File: config.mk
export PLATFORM = sky130hd
export DESIGN_NAME = sst_tx
export DESIGN_NICKNAME = d
export VERILOG_FILES = /design/src/rtl/sst_pkg.sv /design/src/rtl/sst_clkgen.sv /design/src/rtl/sst_holdreg.sv /design/src/rtl/sst_shifter.sv /design/src/rtl/sst_tx.sv
export SDC_FILE = /design/constraint.sdc
export NUM_CORES = 1
export LEC_CHECK = 0
export CAP_MARGIN = 20
export CELL_PAD_IN_SITES_DETAIL_PLACEMENT = 0
export CELL_PAD_IN_SITES_GLOBAL_PLACEMENT = 1
export CORE_ASPECT_RATIO = 2
export CORE_MARGIN = 2
export CORE_UTILIZATION = 30
export DETAILED_ROUTE_END_ITERATION = 7
export DONT_BUFFER_PORTS = 1
export PLACE_DENSITY = 0.54
export SLEW_MARGIN = 10
export SYNTH_ARGS = -nofsm -noshare
export SYNTH_HDL_FRONTEND = slang
export SYNTH_SLANG_ARGS = --single-unit
export TNS_END_PERCENT = 1
File: constraint.sdc
create_clock -name clk -period 2.9 [get_ports clk]
set_input_delay 0.145 -clock clk [delete_from_list [all_inputs] [get_ports clk]]
set_output_delay 0.145 -clock clk [all_outputs]
set_load 0.05 [all_outputs]
File: src/rtl/sst_pkg.sv
package sst_pkg;
  localparam int BYTE_W   = 8;
  localparam int BITCNT_W = $clog2(BYTE_W + 1);
  localparam int SEL_W    = 4;

  typedef struct packed {
    logic fall;
    logic rise;
  } scl_ev_t;
endpackage

File: src/rtl/sst_clkgen.sv
module sst_clkgen
  import sst_pkg::*;
#(
  parameter int HALF_UNIT = 2
) (
  input  logic             clk,
  input  logic             rst_n,
  input  logic             en,
  input  logic             mst,
  input  logic             busy,
  input  logic [SEL_W-1:0] clk_sel,
  input  logic             scl_in,
  output logic             scl_q,
  output scl_ev_t          ev
);
  localparam int HALF_MAX = (1 << SEL_W) * HALF_UNIT;
  localparam int CNT_W    = $clog2(HALF_MAX + 1);

  logic [CNT_W-1:0] cnt_q, cnt_d, lim;
  logic             scl_d;
  logic             run, tick;
  logic             s_meta_q, s_sync_q, s_prev_q;

  always_comb begin
    lim   = CNT_W'((int'(clk_sel) + 1) * HALF_UNIT - 1);
    run   = en & mst & busy;
    tick  = run & (cnt_q == lim);
    cnt_d = cnt_q;
    scl_d = scl_q;
    if (!run) begin
      cnt_d = '0;
      scl_d = 1'b1;
    end else if (tick) begin
      cnt_d = '0;
      scl_d = ~scl_q;
    end else begin
      cnt_d = cnt_q + 1'b1;
    end
  end

  always_comb begin
    if (mst) begin
      ev.fall = tick & scl_q;
      ev.rise = tick & ~scl_q;
    end else begin
      ev.fall = en & s_prev_q & ~s_sync_q;
      ev.rise = en & ~s_prev_q & s_sync_q;
    end
  end

  always_ff @(posedge clk or negedge rst_n) begin
    if (!rst_n) begin
      cnt_q    <= '0;
      scl_q    <= 1'b1;
      s_meta_q <= 1'b1;
      s_sync_q <= 1'b1;
      s_prev_q <= 1'b1;
    end else begin
      cnt_q    <= cnt_d;
      scl_q    <= scl_d;
      s_meta_q <= scl_in;
      s_sync_q <= s_meta_q;
      s_prev_q <= s_sync_q;
    end
  end


  scl_idle_chk: assert property (@(posedge clk) disable iff (!rst_n)
    !run |=> scl_q);
endmodule

File: src/rtl/sst_holdreg.sv
module sst_holdreg
  import sst_pkg::*;
(
  input  logic              clk,
  input  logic              rst_n,
  input  logic              flush,
  input  logic              wr_ok,
  input  logic [BYTE_W-1:0] wdata,
  input  logic              take,
  output logic              full_q,
  output logic [BYTE_W-1:0] data_q
);
  logic full_d;

  always_comb begin
    if (flush) full_d = 1'b0;
    else       full_d = wr_ok | (full_q & ~take);
  end

  always_ff @(posedge clk or negedge rst_n) begin
    if (!rst_n) full_q <= 1'b0;
    else        full_q <= full_d;
  end

  always_ff @(posedge clk or negedge rst_n) begin
    if (!rst_n)     data_q <= '0;
    else if (wr_ok) data_q <= wdata;
  end
endmodule

File: src/rtl/sst_shifter.sv
module sst_shifter
  import sst_pkg::*;
(
  input  logic              clk,
  input  logic              rst_n,
  input  logic              flush,
  input  scl_ev_t           ev,
  input  logic              full,
  input  logic [BYTE_W-1:0] hold,
  output logic              take,
  output logic              busy_q,
  output logic              sda_q
);
  localparam logic [BITCNT_W-1:0] LAST = BITCNT_W'(BYTE_W);

  logic                busy_d, sda_d;
  logic [BITCNT_W-1:0] nb_q, nb_d;
  logic [BYTE_W-1:0]   sr_q, sr_d;

  always_comb begin
    take   = 1'b0;
    busy_d = busy_q;
    nb_d   = nb_q;
    sr_d   = sr_q;
    sda_d  = sda_q;
    if (flush) begin
      busy_d = 1'b0;
      nb_d   = '0;
      sda_d  = 1'b1;
    end else if (!busy_q) begin
      if (full) begin
        take   = 1'b1;
        busy_d = 1'b1;
        nb_d   = '0;
        sr_d   = hold;
      end
    end else if (ev.fall) begin
      if (nb_q == LAST) begin
        if (full) begin
          take  = 1'b1;
          sda_d = hold[0];
          sr_d  = {1'b0, hold[BYTE_W-1:1]};
          nb_d  = BITCNT_W'(1);
        end else begin
          busy_d = 1'b0;
        end
      end else begin
        sda_d = sr_q[0];
        sr_d  = {1'b0, sr_q[BYTE_W-1:1]};
        nb_d  = nb_q + 1'b1;
      end
    end else if (ev.rise && nb_q == LAST && !full) begin
      busy_d = 1'b0;
    end
  end

  always_ff @(posedge clk or negedge rst_n) begin
    if (!rst_n) begin
      busy_q <= 1'b0;
      nb_q   <= '0;
      sr_q   <= '0;
      sda_q  <= 1'b1;
    end else begin
      busy_q <= busy_d;
      nb_q   <= nb_d;
      sr_q   <= sr_d;
      sda_q  <= sda_d;
    end
  end


  nb_range_chk: assert property (@(posedge clk) disable iff (!rst_n)
    nb_q <= LAST);
endmodule

File: src/rtl/sst_tx.sv
module sst_tx
  import sst_pkg::*;
#(
  parameter int HALF_UNIT = 2
) (
  input  logic             clk,
  input  logic             rst_n,
  input  logic             en,
  input  logic             mst,
  input  logic [3:0]       clk_sel,
  input  logic             tx_sel,
  input  logic             wr_en,
  input  logic [7:0]       wr_data,
  input  logic             scl_in,
  output logic             scl_o,
  output logic             scl_oe,
  output logic             sda_o,
  output logic             tdre
);
  logic              wr_ok, flush, take, full, busy;
  logic [BYTE_W-1:0] hold;
  scl_ev_t           ev;

  assign wr_ok  = wr_en & en & tx_sel;
  assign flush  = ~en;
  assign tdre   = en & tx_sel & ~full;
  assign scl_oe = en & mst;

  sst_clkgen #(.HALF_UNIT(HALF_UNIT)) u_clk (
    .clk(clk), .rst_n(rst_n), .en(en), .mst(mst), .busy(busy),
    .clk_sel(clk_sel), .scl_in(scl_in), .scl_q(scl_o), .ev(ev)
  );

  sst_holdreg u_hold (
    .clk(clk), .rst_n(rst_n), .flush(flush), .wr_ok(wr_ok),
    .wdata(wr_data), .take(take), .full_q(full), .data_q(hold)
  );

  sst_shifter u_shf (
    .clk(clk), .rst_n(rst_n), .flush(flush), .ev(ev), .full(full),
    .hold(hold), .take(take), .busy_q(busy), .sda_q(sda_o)
  );


  sda_edge_chk: assert property (@(posedge clk) disable iff (!rst_n)
    (mst && en && $past(en) && !$stable(sda_o)) |-> $fell(scl_o));


  sda_hold_chk: assert property (@(posedge clk) disable iff (!rst_n)
    (!busy && $past(!busy) && en && $past(en)) |-> $stable(sda_o));


  scl_high_chk: assert property (@(posedge clk) disable iff (!rst_n)
    !busy |-> scl_o);


  wr_clear_chk: assert property (@(posedge clk) disable iff (!rst_n)
    (wr_en && en && tx_sel && $stable(en) && $stable(tx_sel)) |=> (!tdre || !en || !tx_sel));


  load_chk: assert property (@(posedge clk) disable iff (!rst_n)
    (full && !busy && en) |=> (busy || !en));
endmodule

## Yosys cells after proc, flatten, opt, wreduce, memory -nomap -nowiden

Index checks and enable logic that the tools add are counted.

- Register bits after elaboration: 33
- Input bits: 19
- Output and inout port bits: 4
- Logic and storage cells: 84

- Add/subtract/negate cells: 4
- Equal/unequal tests: 10
- Mux-type cells: 32
- Bitwise logic cells: 20
- Reduce and logical (&&, ||, !) cells: 7

Operators by type and width:

| operator | number |
|---|---|
| $mux W8 | 5 |
| $mux W4 | 6 |
| $mux W1 | 18 |
| $and A1 B1 Y1 | 14 |
| $mux W6 | 2 |
| $add A6 B1 Y6 const B | 1 |
| $eq A6 B6 Y1 | 1 |
| $ne A2 B2 Y1 const B | 3 |
| $ne A3 B3 Y1 const B | 2 |
| $reduce_and A3 Y1 | 2 |
| $sub A6 B2 Y6 const B | 1 |
| $add A4 B1 Y5 const B | 1 |
| $not A1 Y1 | 5 |
| $add A4 B1 Y4 const B | 1 |
| $eq A4 B4 Y1 const B | 1 |
| $ne A2 B1 Y1 const B | 2 |
| $reduce_and A4 Y1 | 1 |
| $ne A3 B1 Y1 const B | 1 |
| $logic_and A1 B1 Y1 | 2 |
| $mux W2 | 1 |
| $reduce_bool A2 Y1 | 1 |
| $logic_not A1 Y1 | 1 |
| $or A1 B1 Y1 | 1 |

## Logic depth before layout (Yosys ltp)

Gate-level depths: netlist of run 1.

- Depth in word-level cells: 13
- Gate-level depth with buffers: 8
- Gate-level depth less buffers: 8

## Hierarchy

A second synthesis of run 1 with hierarchy kept.

- Cells, all modules: 180
- Area total of the unflattened synthesis: 1,980.6 um2

Modules (own cells, without submodules):

| module | times used | cells each | area an instance (um2) | seq. area each (um2) |
|---|---|---|---|---|
| sst_shifter | 1 | 99 | 972.2 | 351.6 |
| sst_clkgen | 1 | 56 | 610.6 | 255.2 |
| sst_holdreg | 1 | 21 | 371.6 | 225.2 |
| sst_tx | 1 | 4 | 26.3 | 0.0 |

## Worst setup path after synthesis of run 1

OpenSTA, ideal clock, no wires.

- Path type: input port to flip-flop
- Start point: in clk_sel[0]
- End point: reg u_shf.sr_q[0]
- Setup time: 0.125 ns
- Arrival time: 2.070 ns
- Required time: 2.775 ns
- Slack: 0.705 ns
- Stages on the path: 7
- Buffers on the path: 0
- Cells stage by stage: ha_1 > nor4b_2 > a31oi_1 > a21bo_2 > a2111o_1 > a31oi_4 > mux2_2

- Word-level cells in the longest chain between the ends: 8

Ends and longest elaborated chain:

| item | RTL line | source |
|---|---|---|
| from (decl) | sst_tx.sv:10 | `input logic [3:0] clk_sel,` |
| $add A4 B1 Y5 | sst_clkgen.sv:25 | `lim = CNT_W'((int'(clk_sel) + 1) * HALF_UNIT - 1);` |
| $sub A6 B2 Y6 | sst_clkgen.sv:25 |  |
| $eq A6 B6 Y1 | sst_clkgen.sv:27 | `tick = run & (cnt_q == lim);` |
| $and A1 B1 Y1 | sst_clkgen.sv:27 |  |
| $and A1 B1 Y1 | sst_clkgen.sv:43 | `ev.fall = tick & scl_q;` |
| $mux W2 | sst_clkgen.sv:42 | `if (mst) begin` |
| $ne A2 B2 Y1 (no source line) | n/a |  |
| $reduce_and A4 Y1 (no source line) | n/a |  |
| to (signal assigned) | sst_shifter.sv:66 | `sr_q <= sr_d;` |
| to (decl) | sst_shifter.sv:18 | `logic [BYTE_W-1:0] sr_q, sr_d;` |

No other way between the ends.
A chain may end at the register's enable or synchronous reset.

## Final worst setup path of run 1

- Start point: reg u_clk.cnt_q[2]
- End point: reg u_shf.sr_q[3]

- Word-level cells in the longest chain between the ends: 6

Ends and longest elaborated chain:

| item | RTL line | source |
|---|---|---|
| from (decl) | sst_clkgen.sv:19 | `logic [CNT_W-1:0] cnt_q, cnt_d, lim;` |
| from (signal assigned) | sst_clkgen.sv:59 | `cnt_q <= cnt_d;` |
| $eq A6 B6 Y1 | sst_clkgen.sv:27 |  |
| $and A1 B1 Y1 | sst_clkgen.sv:27 |  |
| $and A1 B1 Y1 | sst_clkgen.sv:43 |  |
| $mux W2 | sst_clkgen.sv:42 |  |
| $ne A2 B2 Y1 (no source line) | n/a |  |
| $reduce_and A4 Y1 (no source line) | n/a |  |

No other way between the ends.

==> metrics.md, run 1 <==
| Metric | Value |
|---|---|
| Status | complete, no violations |
| Synth Instances | between 150 and 200 |
| CP endpoint | u_shf.sr_q[3] |
| Slew HR | 0.410 |
| Leak Pwr | 0.930 nW |
| Largest net degree at the start of global routing | 34 |
| CTS resizes | 0 |
| 1st-iter DRT viols | 42 |
| Reg2Reg Depth | 6 |
| Syn avg cell area | 10.6 sq um |
| Latest clock arrival within the worst-skew pair | roughly 0.28 ns |
| Nets@finish | between 200 and 250 |
| Post-synth EDFFs | 0 |
| Worst min path class | input port to flop |
| Netlist cell types | between 40 and 50 |
| Critical path startpoint | u_clk.cnt_q[2] |
| CTS clk-pin slew, worst paths | approximately 0.06 ns |
| Worst setup SP type | flop |
| Warnings from Yosys | 0 |
| Reg-to-Reg End | u_shf.sr_q[3] |
| Clk network pwr share | 0.420 |
| CP max stage cell | a2111o_1 |
| Post-Syn Area | 1830 sq um |
| Die Span X | slightly below 60 microns |
| CP bufs+invs | 0 |
| DRC | 0 |
| CP max stage delay | approximately 0.50 ns |
| Levels on crit path | 6 |
| Synth Register Bits | 33 |
| Top delay family on crit path | compound AO/OA/AOI/OAI gates |
| Vias in the first global route | roughly 1400 |
| Ys flop type | dfrtp_1 |
| Global-route wire length before repair | 6770 microns |
| Setup slack, reg-to-reg | roughly 0.57 ns |
| RSZ-0062 raised after global routing | no |
| Max clock buf depth | 2 |
| Final hold vios | 0 |
| Sw Share | 0.257 |
| Final wirelength | 4030 microns |
| Post-route ant nets | 0 |
| Pins Over Slew Limit | 0 |
| CP cell instances | xor2_1, and3_2, o211ai_1, a2111o_1, a31oi_4, mux2_2 |
| Placed insts | 233 |
| Max VDD drop | about 0.47 mV |
| GRT Overall Usage | 0.135 |
| Psw | between 300 and 400 uW |
| Compound-cell area share of the yosys netlist | 0.117 |
| Port Buf Inserts | 0 |
| Row Count | 40 |
| Power per cell area | 702 nW/um^2 |
| Ports | 23 |
| Via density | around 5.4 |
| Area grow syn2layout | 16.5% |
| Global placement routability congestion | around 0.75 |
| Die Footprint | 6760 sq um |
| Setup crit end kind | flop |
| CP required | 3.06 ns |
| MaxCap Viol Count | 0 |
| Post-synthesis mux area share | 0.142 |
| Sink Count | 33 |
| Largest family of logic cells by synthesized area | simple AND/OR/NAND/NOR gates |
| TNS Setup | 0 ns |
| Most frequent cells in the layout | dfrtp_1, nor2_1, mux2_2 |
| Final instance area | around 2100 sq um |
| Antenna violations before repair | 0 |
| Sequential fraction of design power | 0.403 |
| Setup WS post-layout | between 0.5 and 0.6 ns |
| CTS root buf | clkbuf_16 |
| Initial Util | 0.307 |
| Combinational Power Share | 0.176 |
| TritonRoute pass-1 iters | 4 |
| Die H | roughly 110 microns |
| HPWL Detailed | just under 3000 microns |
| Core footprint | just under 6000 sq um |
| Worst-Margin Slew | 0.882 ns |
| Xor and xnor area share after synthesis | 0.0576 |
| Via count | around 1300 |
| CTS tree | yes |
| Fraction of registers with async set or reset after synthesis | 1.00 |
| Seq/Total Area, Yosys | 0.456 |
| H-tree depth | 2 |
| Post-route insts no fill | ~250 |
| Worst r2r src | u_clk.cnt_q[2] |
| Pint | 1.11 mW |
| Final setup viols | 0 |
| WS Path Type | flop to flop |
| Max Fclk | 429 MHz |
| Antenna Cells | 0 |
| Fin Clk Skew | approximately 0.0053 ns |
| Tmin final | 2.33 ns |
| Post-Place Worst Slack | between 0.5 and 0.6 ns |
| Max Fanout on Critical Path | 8 |
| Leading cell type in the layout, fill and taps excluded | dfrtp_1 |
| CTS Buf Count | 5 |
| Syn_nets | a little under 200 |
| Adder-cell share of the synthesized area | 0.0343 |
| Period utilisation layout | 0.804 |
| DR WL/cell | ~16 microns |
| Gr ovfl total | 0 |
| Share of cells above drive strength 1 | 0.203 |
| Synth Area in Simple Gates | 0.175 |
| Arrival time at the worst endpoint | about 2.5 ns |
| Placed instance area | about 1900 sq um |
-- stage by stage --
| stage | util | hold slack (ns) | total power, mW |
|---|---|---|---|
| after floorplan | - | -0.151 | 0.801 |
| after global placement | 0.319 | -0.150 | 0.850 |
| after detailed placement | 0.319 | -0.150 | 0.859 |
| after CTS | 0.357 | 0.00626 | 1.52 |
| after global routing | 0.357 | 0.00559 | 1.57 |
| final | 0.357 | 0.0118 | 1.49 |
-- logic make-up after synthesis --
group | after synthesis
flip-flops | 33
XOR/XNOR | 12
buffers and inverters | 9
adder cells (fa/ha/maj) | 5
AO/OA/AOI/OAI | 30
AND/OR/NAND/NOR | 60
multiplexers | 24
-- area by class of cell --
type                            count  area (sq um)
Inverter                            4          15.0
Clock buffer                        6           139
Multi-Input combinational cell    131           960
Sequential cell                    33           832
Tap cell                           63          78.8
Fill cell                         614          3830
Clock inverter                      2          37.5
Timing Repair Buffer                6          65.1
-- how the worst min path moves through the flow --
| stage | startpoint | end | slack (ns) | depth (start not counted) |
|---|---|---|---|---|
| 2_1_floorplan | rst_n | u_clk.cnt_q[0] | -0.15 | 0 |
| 3_3_place_gp | rst_n | u_clk.cnt_q[3] | -0.15 | 0 |
| 3_5_place_dp | rst_n | u_clk.cnt_q[3] | -0.15 | 0 |
| 4_1_cts | wr_data[5] | u_hold.data_q[5] | 0.006 | 1 |
| 5_1_grt | wr_data[0] | u_hold.data_q[0] | 0.006 | 1 |
| 6_report | wr_data[5] | u_hold.data_q[5] | 0.01 | 1 |
-- registers in the layout, summed over array words and instances (netlist names) --
name and flops:
u_shf.sr_q 8, u_hold.data_q 8, u_shf.sda_q 1, u_clk.s_sync_q 1, u_shf.busy_q 1, u_shf.nb_q 4, u_clk.scl_q 1, u_hold.full_q 1
u_clk.s_prev_q 1, u_clk.s_meta_q 1, u_clk.cnt_q 6
-- power by group through the flow --
stage	clock network, mW	logic [mW]	registers (mW)
6_report	0.628	0.263	0.602
5_1_grt	0.657	0.300	0.614
4_1_cts	0.642	0.271	0.602
3_5_place_dp	0	0.251	0.609
3_3_place_gp	0	0.245	0.605
2_1_floorplan	0	0.210	0.591
-- cell usage after synthesis (5+ instances only) --
library cell  instances  area share
nand3b_1              5       0.021
xnor2_1               8       0.038
dfrtp_1              28        0.38
nor2_1               17       0.035
dfstp_2               5       0.072
nand2_1              10       0.021
a21oi_1              13       0.036
mux2i_1               9       0.049
nand3_1               8       0.022
mux2_2               15       0.093
ha_1                  5       0.034
-- metal layers --
metal | vias up | track usage | share of wire
met5 | - | 0 | 0
met4 | 0 | 0.0636 | 0.020
met3 | 7 | 0.0305 | 0.038
met2 | 30 | 0.246 | 0.57
met1 | 660 | 0.141 | 0.37
li1 | 632 | - | -
-- worst reg2reg max path: stages (launching register included) --
cell and delay (ns):
dfrtp_1 0.42, xor2_1 0.20, and3_2 0.20, o211ai_1 0.14, a2111o_1 0.50, a31oi_4 0.37, mux2_2 0.39
-- what timing repair did --
item	4_1_cts	5_1_grt
hold endpoints to repair	36	0
setup buffers	0	0
hold buffers	4	0
Power figures use the tool's default switching activity.
==> run 2, diff against run 1 <==
PLACE_DENSITY = 0.56   (was 0.54)
clock period = 2 ns   (was 2.9 ns; I/O delays follow)
==> run 2 against run 1 <==
The flow now finishes with violations (setup timing); cell count up 9.0%; clock power up 42%; worst hold slack better by 0.0032 ns; routed wire length rose by 8.0%; non-clock buffer count increased by 22; count of clock-buffer cells in the layout increased by 1; combinational power is 63% higher; first-iteration DRC count is 24% lower; global-route usage increased by 1.9 points; critical path depth is 1 higher; critical endpoint is now u_shf.sr_q[5]; largest power group unchanged.
==> metrics.md, run 2 (same netlist as run 1, synthesis figures left out) <==
| Metric | Value |
|---|---|
| Status | finished, violations left |
| Failing checks | setup timing |
| Die Footprint | 6760 sq um (unchanged) |
| WHS Path Cells | 2 (+1) |
| Leading cell type in the layout, fill and taps excluded | dfrtp_1 |
| Post-route ant nets | 0 (unchanged) |
| Port Buf Inserts | 0 (unchanged) |
| Final Total Pwr | 2.19 mW (+47%) |
| CTS tree | yes |
| H-tree depth | 2 (unchanged) |
| Final wirelength | 4350 microns (+8.0%) |
| Largest net degree at the start of global routing | 34 (unchanged) |
| Setup slack, reg-to-reg | -0.04 ns (-0.61 ns) |
| Period utilisation layout | 1.02 (+0.218) |
| Fill count | 595 (-3.1%) |
| GRT Overall Usage | 0.154 (+0.0187) |
| Worst setup SP type | flop |
| TritonRoute pass-1 iters | 6 (+2) |
| Placed instance area | 1990 sq um (+4.7%) |
| Final setup viols | 7 (+7) |
| Min-delay src | en |
| 1st-iter DRT viols | 32 (-24%) |
| FF+latch area | 832 sq um (unchanged) |
| Multi-input gate area | 995 sq um (+3.7%) |
| Via count | 1396 (+5.0%) |
| Row Count | 40 (unchanged) |
| CTS root buf | clkbuf_16 |
| Leak Pwr | 1.05 nW (+13%) |
| CP max stage delay | 0.41 ns (-0.09 ns) |
| DR WL/cell | 16.3 microns (-0.90%) |
| WS Path Type | flop to flop |
| Antenna violations before repair | 0 (unchanged) |
| Die Span X | 59.2 microns (unchanged) |
| Die H | 114 microns (unchanged) |
| Area grow syn2layout | 29.2% |
| Setup WS post-layout | -0.0433 ns (-0.612 ns) |
| Global placement routability congestion | 0.851 (+14%) |
| Pins Over Slew Limit | 0 (unchanged) |
| Final hold vios | 0 (unchanged) |
| HPWL Detailed | 3260 microns (+11%) |
| CTS clk-pin slew, worst paths | 0.05 ns (about the same) |
| Ports | 23 (unchanged) |
| CP most frequent cell | xnor2_2 |
| Most frequent cells in the layout | dfrtp_1, nor2_1, mux2_2 |
| Placed insts | 245 (+5.2%) |
| Share of cells above drive strength 1 | 0.265 (+0.0614) |
| MaxCap Viol Count | 0 (unchanged) |
| Vias in the first global route | 1648 (+14%) |
| Power per cell area | 927 nW/um^2 (+32%) |
| Final instance area | 2360 sq um (+11%) |
| CP cell instances | xor2_2, xnor2_2, xnor2_2, a2111o_1, a31oi_4, buf_12, mux2_2 |
| Worst r2r src | u_clk.cnt_q[4] |
| CTS Buf Count | 5 (unchanged) |
| Core footprint | 5960 sq um (unchanged) |
| Initial Util | 0.307 (unchanged) |
| Setup crit end kind | flop |
| CP max stage cell | a2111o_1 |
| TNS Setup | -0.248 ns (-0.248 ns) |
| Worst min path class | input port to flop |
| CP required | 2.16 ns (-0.90 ns) |
| RSZ-0062 raised after global routing | yes |
| Max VDD drop | 0.644 mV (+38%) |
| Slew HR | 0.671 (+0.261) |
| Max clock buf depth | 2 (unchanged) |
| Global-route wire length before repair | 7650 microns (+13%) |
| Tmin final | 2.04 ns (-0.288 ns) |
| Nets@finish | 227 (+11%) |
| Gr ovfl total | 0 (unchanged) |
| WHS Endpoint | u_shf.sda_q |
| DRC | 0 (unchanged) |
| Sink Count | 33 (unchanged) |
| Via density | 5.23 (-3.6%) |
| Max Fanout on Critical Path | 8 (unchanged) |
| Reg-to-Reg End | u_shf.sr_q[5] |
| Max Fclk | 489 MHz (+14%) |
| Post-route insts no fill | 267 (+9.0%) |
| Reg2Reg Depth | 7 (+1) |
| Antenna Cells | 0 (unchanged) |
| Arrival time at the worst endpoint | 2.20 ns (-0.29 ns) |
| Worst-Margin Slew | 0.496 ns (-0.386 ns) |
| Fin Clk Skew | 0.00491 ns (-0.000352 ns) |
| Post-Place Worst Slack | -0.242 ns (-0.773 ns) |
| Top flop regs | u_hold.data_q (8), u_shf.sr_q (8), u_clk.cnt_q (6) |
| Latest clock arrival within the worst-skew pair | 0.28 ns (about the same) |
## run 2: worst max-delay path by stage
stage | start | to | slack (ns) | cells past startpoint
2_1_floorplan | clk_sel[0] | u_shf.sr_q[0] | -0.09 | 7
3_3_place_gp | clk_sel[0] | u_shf.sr_q[3] | -0.18 | 7
3_5_place_dp | clk_sel[0] | u_shf.sr_q[5] | -0.24 | 7
4_1_cts | u_clk.cnt_q[2] | u_shf.sr_q[5] | -0.05 | 7
5_1_grt | u_clk.cnt_q[4] | u_shf.sr_q[1] | -0.15 | 7
6_report | u_clk.cnt_q[4] | u_shf.sr_q[5] | -0.04 | 7
## run 2: critical path: cells and delay by family (launching register included)
kind                      cells  cell delay [ns]
AOI/OAI and AO/OA             2             0.58
xor gates and xnor gates      3             0.47
DFF                           1             0.40
muxes                         1             0.33
buffers and inverters         1             0.14
## run 2: per-layer routing
layer | up-vias | GRT usage | routed length, microns | share of wire
met5 | - | 0 | 0 | 0
met4 | 0 | 0.0879 | 139 | 0.032
met3 | 9 | 0.0305 | 147 | 0.034
met2 | 31 | 0.282 | 2510 | 0.58
met1 | 682 | 0.153 | 1550 | 0.36
li1 | 674 | - | - | -
## run 2: cell type report
type / instances / area share
flip-flops and latches: 33 / 0.353
inverters: 4 / 0.00637
repair buffers: 28 / 0.112
clock inverters: 1 / 0.0127
clock buffers: 7 / 0.0605
well taps: 63 / 0.0334
multi-input cells: 131 / 0.422
## run 2: where the power goes
part           switching, mW  total [mW]  internal [mW]
logic                  0.198       0.429          0.230
clock network          0.268       0.889          0.621
registers             0.0754       0.869          0.794
total                  0.541        2.19           1.65
## run 2: metrics by stage
stage                     utilization  hold slack (ns)
after floorplan                     -           -0.196
after global placement          0.334           -0.195
after detailed placement        0.334           -0.195
after CTS                       0.391          0.00742
after global routing            0.396           0.0241
final                           0.396           0.0150
## run 2: repair_timing
action	in CTS	in global routing
setup buffers	1	0
pin swaps	7	0
endpoints found under the hold margin	45	0
hold buffers	13	0
gates resized for setup	1	4
setup endpoints to repair	12	13
==> run 3, diff against run 2 <==
--- a/config.mk
+++ b/config.mk
@@ -8,4 +8,2 @@
 export CAP_MARGIN = 20
-export CELL_PAD_IN_SITES_DETAIL_PLACEMENT = 0
-export CELL_PAD_IN_SITES_GLOBAL_PLACEMENT = 1
 export CORE_ASPECT_RATIO = 2
@@ -13,5 +11,6 @@
 export CORE_UTILIZATION = 30
+export CTS_CLUSTER_SIZE = 20
 export DETAILED_ROUTE_END_ITERATION = 7
 export DONT_BUFFER_PORTS = 1
-export PLACE_DENSITY = 0.56
+export PLACE_DENSITY = 0.47
 export SLEW_MARGIN = 10
==> constraint.sdc (replaced) <==
create_clock -name clk -period 2 [get_ports clk]
set_input_delay 0.4 -clock clk [delete_from_list [all_inputs] [get_ports clk]]
set_output_delay 0.4 -clock clk [all_outputs]
set_load 0.05 [all_outputs]
==> run 3 against run 2 <==
The flow still finishes with violations (setup timing); utilization down 1.8 points; register-to-register slack about the same; global-route usage down 1.9 points; routed wire length down 9.0%; via count down 1.4%; setup slack better by 0.0055 ns; critical endpoint is now u_shf.sr_q[4]; largest power group is now sequential cells.
==> metrics.md, run 3 (same netlist as run 1, synthesis figures left out) <==
| Metric | Value |
|---|---|
| Status | finished, violations left |
| Failing checks | setup timing |
| Final wirelength | 3960 microns (-9.0%) |
| Gr ovfl total | 0 (unchanged) |
| CTS tree | yes |
| Arrival time at the worst endpoint | 2.20 ns (about the same) |
| Latest clock arrival within the worst-skew pair | 0.28 ns (about the same) |
| Global placement routability congestion | 0.773 (-9.2%) |
| Port Buf Inserts | 0 (unchanged) |
| Worst-Margin Slew | 0.486 ns (-0.00988 ns) |
| Fin Clk Skew | 0.00561 ns (+0.000699 ns) |
| Setup WS post-layout | -0.0379 ns (+0.00547 ns) |
| Tmin final | 2.04 ns (-0.00547 ns) |
| Setup slack, reg-to-reg | -0.03 ns (about the same) |
| Top flop regs | u_hold.data_q (8), u_shf.sr_q (8), u_clk.cnt_q (6) |
| Via count | 1376 (-1.4%) |
| GRT Overall Usage | 0.135 (-0.0193) |
| CP required | 2.16 ns (about the same) |
| Antenna violations before repair | 0 (unchanged) |
| Worst min path class | input port to flop |
| Final setup viols | 7 (unchanged) |
| CTS Buf Count | 5 (unchanged) |
| Fin Hold WS | 0.116 ns (+0.101 ns) |
| Die H | 114 microns (unchanged) |
| Largest net degree at the start of global routing | 34 (unchanged) |
| Max clock buf depth | 2 (unchanged) |
| Max Fanout on Critical Path | 8 (unchanged) |
| HPWL Detailed | 2980 microns (-8.6%) |
| Post-route ant nets | 0 (unchanged) |
| Ports | 23 (unchanged) |
| Antenna Cells | 0 (unchanged) |
| Post-Place Worst Slack | -0.373 ns (-0.131 ns) |
| Pins Over Slew Limit | 0 (unchanged) |
| Leak Pwr | 1.00 nW (-4.5%) |
| Worst r2r src | u_clk.cnt_q[2] |
| WHS Path Cells | 0 (-2) |
| Reg-to-Reg End | u_shf.sr_q[4] |
| 1st-iter DRT viols | 51 (+59%) |
| Share of cells above drive strength 1 | 0.284 (+0.0188) |
| Die Span X | 59.2 microns (unchanged) |
| Via density | 5.35 (+2.4%) |
| Row Count | 40 (unchanged) |
| DRC | 0 (unchanged) |
| Fill count | 581 (-2.4%) |
| WS Path Type | input port to flop |
| TritonRoute pass-1 iters | 4 (-2) |
| Die Footprint | 6760 sq um (unchanged) |
| Setup crit end kind | flop |
| CTS clk-pin slew, worst paths | 0.05 ns (about the same) |
| Power per cell area | 922 nW/um^2 (-0.55%) |
| Initial Util | 0.307 (unchanged) |
| CP endpoint | u_shf.sr_q[4] |
| Worst setup SP type | input port |
| Sink Count | 33 (unchanged) |
| Critical path startpoint | clk_sel[0] |
| Core footprint | 5960 sq um (unchanged) |
| Most frequent cells in the layout | dfrtp_1, nor2_1, buf_4 |
| MaxCap Viol Count | 0 (unchanged) |
| RSZ-0062 raised after global routing | yes |
| Nets@finish | 217 (-4.4%) |
| Period utilisation layout | 1.02 (-0.00274) |
| Area grow syn2layout | 23.2% |
| CTS root buf | clkbuf_16 |
| Slew HR | 0.678 (+0.00654) |
| Max Fclk | 491 MHz (+0.27%) |
| Max VDD drop | 0.495 mV (-23%) |
| Leading cell type in the layout, fill and taps excluded | dfrtp_1 |
| H-tree depth | 2 (unchanged) |
| DR WL/cell | 15.4 microns (-5.5%) |
| Reg2Reg Depth | 7 (unchanged) |
| Global-route wire length before repair | 6870 microns (-10%) |
| Vias in the first global route | 1494 (-9.3%) |
| Final hold vios | 0 (unchanged) |
==> run 3: cell count changes in the layout (fill, tap and decap cells not counted), sizes merged <==
| cell | before | now |
|---|---|---|
| dlygate4sd3 | 12 | 1 |
| clkbuf | 7 | 5 |
| clkinv | 0 | 2 |
| buf | 16 | 17 |
| bufinv | 1 | 0 |
| clkinvlp | 0 | 1 |
==> run 3: power breakdown <==
part           internal (mW)  switching (mW)
Clock                  0.456           0.286
Sequential             0.794          0.0846
Combinational          0.261           0.194
Total                   1.51           0.564
==> run 3: area by class of cell <==
cell class	instances	area, sq um	share of cell area
Sequential cell	33	832	0.370
Clock buffer	5	125	0.0556
Inverter	4	15.0	0.00667
Multi-Input combinational cell	131	1020	0.453
Timing Repair Buffer	18	163	0.0723
Clock inverter	3	17.5	0.00779
Tap cell	63	78.8	0.0350
==> run 3: worst min path at each step <==
| stage | from | end | slack (ns) |
|---|---|---|---|
| after CTS | scl_in | u_clk.s_meta_q | 0.11 |
| final | scl_in | u_clk.s_meta_q | 0.12 |
| after floorplan | rst_n | u_clk.cnt_q[0] | 0.10 |
| after global placement | rst_n | u_shf.nb_q[3] | 0.11 |
| after detailed placement | rst_n | u_shf.nb_q[3] | 0.11 |
| after global routing | scl_in | u_clk.s_meta_q | 0.11 |
==> run 3: through the flow <==
stage | area [sq um] | cells | TNS, ns | total power [mW] | utilization
finish | 2250 | 257 | -0.238 | 2.07 | 0.378
detailed placement | 2060 | 247 | -4.81 | 1.32 | 0.346
floorplan | 1870 | 173 | -2.89 | 1.22 | -
global route | 2250 | 257 | -1.50 | 2.19 | 0.378
global placement | 2060 | 247 | -3.95 | 1.31 | 0.346
CTS | 2240 | 257 | -0.680 | 2.10 | 0.377
==> run 3: what timing repair did <==
item / 4_1_cts / 5_1_grt
endpoints found under the setup margin: 12 / 13
hold buffers: 2 / 0
pin swaps: 8 / 1
gates resized for setup: 1 / 1
buffers inserted: 0 / 0
endpoints found under the hold margin: 33 / 0
==> run 3: critical path, cell delays in order <==
cell and delay [ns]:
ha_2 0.19, nor4b_2 0.25, a31oi_1 0.09, a21bo_2 0.22, a2111o_1 0.41, a31oi_4 0.18
buf_12 0.16, mux2_4 0.29
==> run 3: metal layers <==
| metal | vias up | share of wire | GRT usage |
|---|---|---|---|
| li1 | 656 | - | - |
| met1 | 674 | 0.39 | 0.143 |
| met2 | 35 | 0.54 | 0.239 |
| met3 | 11 | 0.038 | 0.0294 |
| met4 | 0 | 0.029 | 0.0697 |
| met5 | - | 0 | 0 |
